File: config.mk
export PLATFORM = sky130hd
export DESIGN_NAME = idsleep_ctl
export DESIGN_NICKNAME = d
export VERILOG_FILES = /design/src/rtl/idsleep_ctl.sv
export SDC_FILE = /design/constraint.sdc
export NUM_CORES = 1
export LEC_CHECK = 0
export ABC_AREA = 1
export ABC_CLOCK_PERIOD_IN_PS = 2000
export BUFFER_PORTS_ARGS = -buffer_cell sky130_fd_sc_hd__buf_2
export CAP_MARGIN = 20
export CORE_ASPECT_RATIO = 0.9
export CORE_MARGIN = 3
export CORE_UTILIZATION = 56
export CTS_CLUSTER_SIZE = 14
export DETAILED_ROUTE_END_ITERATION = 10
export PLACE_DENSITY = 0.76
export SLEW_MARGIN = 10
export SYNTH_ARGS = -nofsm -noshare
export SYNTH_HDL_FRONTEND = slang
export SYNTH_SLANG_ARGS = --single-unit
File: constraint.sdc
create_clock -name clk -period 2 [get_ports clk]
set_clock_uncertainty 0.1 [all_clocks]
set_input_delay 0.4 -clock clk [delete_from_list [all_inputs] [get_ports clk]]
set_output_delay 0.4 -clock clk [all_outputs]
set_load 0.01 [all_outputs]
File: src/rtl/idsleep_ctl.sv
module idsleep_ctl #(
  parameter logic [3:0]  DEV_TYPE   = 4'hA,
  parameter logic [23:0] DEV_ID     = 24'h004200,
  parameter bit          SN_EN      = 1'b1,
  parameter logic [55:0] SN_BODY    = 56'h0000A1B2C3D4E5,
  parameter int          REC_CYCLES = 40000
)(
  input  logic       clk,
  input  logic       rst_n,
  input  logic [2:0] sel_pins,
  input  logic       bus_start,
  input  logic       bus_stop,
  input  logic       rx_valid,
  input  logic [7:0] rx_data,
  input  logic       mst_ack_valid,
  input  logic       mst_ack,
  output logic       resp_valid,
  output logic       resp_ack,
  output logic       tx_valid,
  output logic [7:0] tx_data,
  output logic       sleep_o
);

  function automatic logic [7:0] crc8_msb(input logic [55:0] d);
    logic [7:0] c;
    logic       fb;
    c = 8'h00;
    for (int i = 55; i >= 0; i--) begin
      fb = c[7] ^ d[i];
      c  = {c[6:0], 1'b0} ^ (fb ? 8'h07 : 8'h00);
    end
    return c;
  endfunction

  localparam int          CW      = $clog2(REC_CYCLES + 1);
  localparam logic [7:0]  K_TGT   = 8'hF8;
  localparam logic [7:0]  K_ID    = 8'hF9;
  localparam logic [7:0]  K_SN    = 8'hCD;
  localparam logic [7:0]  K_SLP   = 8'h86;
  localparam logic [63:0] SN_FULL = {SN_BODY, crc8_msb(SN_BODY)};
  localparam logic [23:0] ID_FULL = DEV_ID | (SN_EN ? 24'h000080 : 24'h000000);

  typedef enum logic [2:0] {
    ST_IDLE, ST_TGT, ST_ARMED, ST_CMD, ST_RD, ST_SLPP, ST_SLEEP, ST_REC
  } st_t;

  st_t          st;
  logic         first;
  logic         rd_sn;
  logic [2:0]   idx;
  logic [CW-1:0] rcnt;

  wire        own  = (rx_data[7:1] == {DEV_TYPE, sel_pins});
  wire [2:0]  last = rd_sn ? 3'd7 : 3'd2;

  always_ff @(posedge clk or negedge rst_n) begin
    if (!rst_n) begin
      st         <= ST_IDLE;
      first      <= 1'b0;
      rd_sn      <= 1'b0;
      idx        <= 3'd0;
      rcnt       <= '0;
      resp_valid <= 1'b0;
      resp_ack   <= 1'b0;
    end else begin
      resp_valid <= 1'b0;
      resp_ack   <= 1'b0;
      if (bus_start) begin
        first <= 1'b1;
        case (st)
          ST_ARMED:          st <= ST_CMD;
          ST_SLEEP, ST_REC:  st <= st;
          default:           st <= ST_IDLE;
        endcase
      end else if (bus_stop) begin
        first <= 1'b0;
        case (st)
          ST_SLPP:           st <= ST_SLEEP;
          ST_SLEEP, ST_REC:  st <= st;
          default:           st <= ST_IDLE;
        endcase
      end else if (rx_valid) begin
        first <= 1'b0;
        case (st)
          ST_IDLE, ST_CMD: begin
            st <= ST_IDLE;
            if (first) begin
              if (rx_data == K_TGT) begin
                resp_valid <= 1'b1;
                resp_ack   <= 1'b1;
                st         <= ST_TGT;
              end else if (st == ST_CMD && rx_data == K_ID) begin
                resp_valid <= 1'b1;
                resp_ack   <= 1'b1;
                rd_sn      <= 1'b0;
                idx        <= 3'd0;
                st         <= ST_RD;
              end else if (st == ST_CMD && rx_data == K_SN) begin
                resp_valid <= 1'b1;
                resp_ack   <= SN_EN;
                rd_sn      <= 1'b1;
                idx        <= 3'd0;
                st         <= SN_EN ? ST_RD : ST_IDLE;
              end else if (st == ST_CMD && rx_data == K_SLP) begin
                resp_valid <= 1'b1;
                resp_ack   <= 1'b1;
                st         <= ST_SLPP;
              end
            end
          end
          ST_TGT: begin
            resp_valid <= 1'b1;
            resp_ack   <= own;
            st         <= own ? ST_ARMED : ST_IDLE;
          end
          ST_SLEEP: begin
            if (first && own) begin
              resp_valid <= 1'b1;
              rcnt       <= CW'(REC_CYCLES - 1);
              st         <= ST_REC;
            end
          end
          ST_REC: begin
            if (first && own) resp_valid <= 1'b1;
          end
          default: st <= ST_IDLE;
        endcase
      end else if (mst_ack_valid && st == ST_RD) begin
        if (mst_ack) idx <= (idx == last) ? 3'd0 : idx + 3'd1;
        else         st  <= ST_IDLE;
      end

      if (st == ST_REC) begin
        if (rcnt == '0) st   <= ST_IDLE;
        else            rcnt <= rcnt - 1'b1;
      end
    end
  end

  assign tx_valid = (st == ST_RD);
  assign tx_data  = !tx_valid ? 8'h00 :
                    rd_sn     ? 8'(SN_FULL >> {(3'd7 - idx), 3'b000}) :
                                8'(ID_FULL >> {(3'd2 - idx), 3'b000});
  assign sleep_o  = (st == ST_SLEEP) || (st == ST_REC);

endmodule

* After elaboration in Yosys (flattened, before gate mapping)
Cells that the tools add are included.
Storage, ports and cells: input port bits 18, output and inout port bits 12, flip-flop bits (word level) 26, logic and storage cells 104
Cells by class: shift-type cells 2, multiplexer cells 55, $add $sub $neg 4, eq/ne operators 17, bitwise operators 3, reductions and logical operators 16
Operators with widths (count):
- $mux 16 | 7
- $mux 3 | 23
- $shr 48x6->8 const A | 1
- $eq 8x8->1 const B | 4
- $mux 1 | 17
- $logic_not 16->1 | 1
- $mux 8 | 2
- $sub 16x1->16 const B | 1
- $shr 15x6->8 const A | 1
- $eq 3x3->1 const B | 4
- $pmux 3 s2 | 2
- $pmux 3 s4 | 1
- $reduce_and 8->1 | 1
- $eq 7x7->1 | 1
- $reduce_and 7->1 | 1
- $eq 3x2->1 const B | 2
- $reduce_bool 2->1 | 3
- $logic_and 1x1->1 | 5
- $ne 2x2->1 const B | 2
- $reduce_or 2->1 | 2
- $add 3x1->3 const B | 1
- $eq 3x1->1 const B | 1
- $eq 3x3->1 | 1
- $logic_not 3->1 | 1
- other kinds (10) | 12

* Logic depth before layout (Yosys ltp)
word-level depth 13, gate-level depth with buffers 11, gate-level depth less buffers 11

* Least setup slack after synthesis
No wires, ideal clock.
path kind register to output, start point register idx[0], end point output port tx_data[1], data arrival time 1.495 ns, required time 1.500 ns, slack 0.005 ns, stages on the path, launching flop included 6, buffers on the path 0, cell sequence dfrtp_1 ha_1 ha_1 o31ai_1 inv_1 nor3_1
On the way: cells in the longest elaborated chain, start to end 4, elaborated cells between the ends (all ways) 6, those cells by class add/sub: 2; shift: 2; mux: 2
Ends and longest elaborated chain:
- from (decl) | line 50 | logic [2:0] idx;
- from (signal assigned) | line 129 | if (mst_ack) idx <= (idx == last) ? 3'd0 : idx + 3'd1;
- $sub 3x3->3 / $sub 2x3->3 (equally long branches) | line 142, 143
- $shr 48x6->8 / $shr 15x6->8 (equally long branches) | line 142, 143
- $mux 8 * | line 142 | rd_sn ? 8'(SN_FULL >> {(3'd7 - idx), 3'b000}) :
- $mux 8 * | line 141 | assign tx_data = !tx_valid ? 8'h00 :
- to (decl) | line 20 | output logic [7:0] tx_data,
Every way passes the cells marked *; elsewhere a longest branch is shown, timed or not.

* Worst setup path in the final report
start point register idx[1], end point output port tx_data[1]
Same word-level chain as after synthesis.

==> out/metrics.yaml <==
yosys:
  avgSynthCellArea_um2: 6.72
  synth_cell_type_count: 33
  syn_inst: 286
  async_flop_share: 1.00
  synth_top_cell_area_share: 0.338
  netlist_area_mm2: 0.00192
  yosys-top-cells-count: "inv_1, nand2_1, nor2_1"
  syn-num-nets: 310
  yosysMostFrequentCell: "inv_1"
  synth_warnings: 0
  synthTopCellsByArea: "dfrtp_1, inv_1, nand2_1, nor2_1, a21oi_1"
  ys.flop_type: "dfrtp_1"
  synth-edff-count: 0
  ys_seq_elements: 26
  seq_area_frac_synth: 0.338
  yosysTopAreaCell: "dfrtp_1"
cts:
  cts.clk_slew.worst_paths_ns: 0.09
  tritoncts: "built"
  cts_made_buffers: 3
  htreeDepth: 1
  ctsHoldBuffers: 0
  clock-sinks: 26
  cts_buffer_depth: 2
  clock_latency_ns: 0.27
  clockRootBuffer: "clkbuf_8"
global_routing:
  grt_overflow: 0
  grt_max_degree: 27
  grt_antenna_before_repair: 0
  grt_pass1_vias: 1728
  grt_pass1_wl_um: 7510
  grt.total_usage: 0.234
floorplanning:
  dieArea_mm2: 0.00417
  die_x_um: 67.8
  start_util: 0.608
  io_pins: 30
  coreArea_mm2: 0.00316
  fp-row-count: 19
  die_h_um: 61.6
pwr:
  p_leak_uw: 0.00128
  comb_power_share: 0.309
  switching_power_uw: 450
  p_seq_frac: 0.393
  irDropWorstVdd_uv: 448
  finalPower_uw: 1470
  powerDensity_mw_per_mm2: 602
  swShare: 0.306
  clockPowerShare: 0.297
  internal_power_uw: 1020
timing:
  fin_tns_setup_ns: -0.596
  worst_pin_slew_ns: 0.601
  relSlewSlack: 0.600
  layout_setup_ws_ns: -0.196
  finalHoldViolCount: 0
  finalSetupViolCount: 4
  maxSlewViolCount: 0
  finalCritPeriodShare: 1.10
  fmax_mhz: 455
  rsz0062_at_grt: "yes"
  period_needed_ns: 2.20
worst_hold_path:
  min_path_type: "in2async"
worst_setup_path:
  required_ns: 1.50
  start_kind: "register"
  worstSetupEndpointType: "output port"
  max_stage_delay_ns: 0.41
  crit_slowest_cell: "dfrtp_1"
  crit_chain: "ha_2 > ha_4 > o31ai_2 > inv_1 > nor3_2 > buf_2"
  critPathArrivalTime_ns: 1.70
  cp_max_fo: 3
  critical_path_class: "reg2out"
cells_and_area:
  n_antenna_cell: 0
  nets: 359
  area_growth_pct: 27.0
  drive_gt1_frac: 0.266
flow_run:
  maxCapViolCount: 0
routing:
  ant_nets: 0
  drtPass1Iterations: 4
  drcViolationCount: 0
  vias: 2005
  totalWireLength_um: 4760
  wl_per_cell_um: 12.6
  drt-vias-per-instance: 5.33
  first_iter_violations: 121
outcome:
  status: "complete, but fails checks"
  violations: "setup timing"
place:
  io_buffers: 29
  globalplace.congestion: 0.884
  dp_hpwl_um: 3450
[critical path, delay by kind of cell, from the launching register on]
| family | cells | cell delay [ns] |
|---|---|---|
| flip-flops | 1 | 0.41 |
| AND/OR/NAND/NOR | 1 | 0.10 |
| AO/OA/AOI/OAI | 1 | 0.23 |
| buffers and inverters | 2 | 0.25 |
| adder cells (fa/ha/maj) | 2 | 0.45 |
[metrics by stage]
stage	area, µm²	setup WS, ns	hold WS (ns)	instances	util
after floorplan	1920	0.00501	0.00441	286	-
after global placement	2180	0.0458	0.338	365	0.691
final	2440	-0.196	0.0220	376	0.772
after detailed placement	2180	0.0178	0.336	365	0.691
after CTS	2320	-0.199	0.0327	371	0.734
after global routing	2440	-0.317	0.0391	376	0.772
[per-layer routing]
metal  global-route usage  up-vias  share of wire
met3               0.0474        8          0.057
li1                     -     1022              -
met5                    0        -              0
met4               0.0482        0          0.013
met1                0.320      922           0.46
met2                0.386       53           0.47
[what timing repair did]
action                                  CTS  global route
endpoints found under the setup margin    8            15
pin swaps                                 0             6
endpoints found under the hold margin     0             0
resized for setup                        15            26
setup buffers                             2             5
[logic make-up after synthesis]
kind of cell	share of synthesized area
AOI/OAI and AO/OA	0.161
and+or+nand+nor	0.319
DFF	0.338
xor gates and xnor gates	0.0273
buffers and inverters	0.115
adders and majority gates	0.0390
[worst paths after layout]
path	to	slack [ns]	startpoint	cells past startpoint
worst max register to register	rcnt[1]	0.14	rcnt[0]	9
worst max-delay path	tx_data[1]	-0.20	idx[1]	6
worst min-delay path	rcnt[3]	0.02	rst_n	1
min in group clk	resp_valid	0.22	bus_stop	2
worst min register to register	rcnt[14]	0.44	rcnt[14]	2
max in group asynchronous	st[1]	1.34	rst_n	1
[flip-flops by register name, indices dropped and copies added, names as in the netlist]
name	count
first	1
idx	3
rcnt	16
rd_sn	1
resp_ack	1
resp_valid	1
st	3
[cell usage in the layout, fill, tap and decap left out, types with 3 or more instances in the layout]
cell type	instances
nand2_1	50
inv_1	44
nor2_1	34
buf_2	29
dfrtp_1	25
nand3_1	20
a21oi_1	20
o21ai_0	15
buf_4	15
inv_2	7
xor2_1	6
o21ai_1	6
nor3_1	5
nand4_1	5
nor3_2	5
o22ai_1	5
nor2_4	4
inv_4	3
ha_4	3
clkbuf_8	3
buf_6	3
[area by class of cell]
cell class,instances,area (µm²)
Clock buffer,3,41.3
Clock inverter,1,30.0
Fill cell,255,719
Inverter,54,210
Multi-Input combinational cell,203,1160
Sequential cell,26,652
Tap cell,42,52.6
Timing Repair Buffer,47,292
[power groups by stage]
| stage | registers (µW) | logic (µW) | clock network, µW |
|---|---|---|---|
| after CTS | 577 | 383 | 448 |
| after detailed placement | 581 | 326 | 0 |
| after global routing | 581 | 500 | 467 |
| final | 578 | 455 | 437 |
| after global placement | 579 | 317 | 0 |
| after floorplan | 591 | 184 | 0 |
No activity file was read; power rests on OpenSTA's default activity.
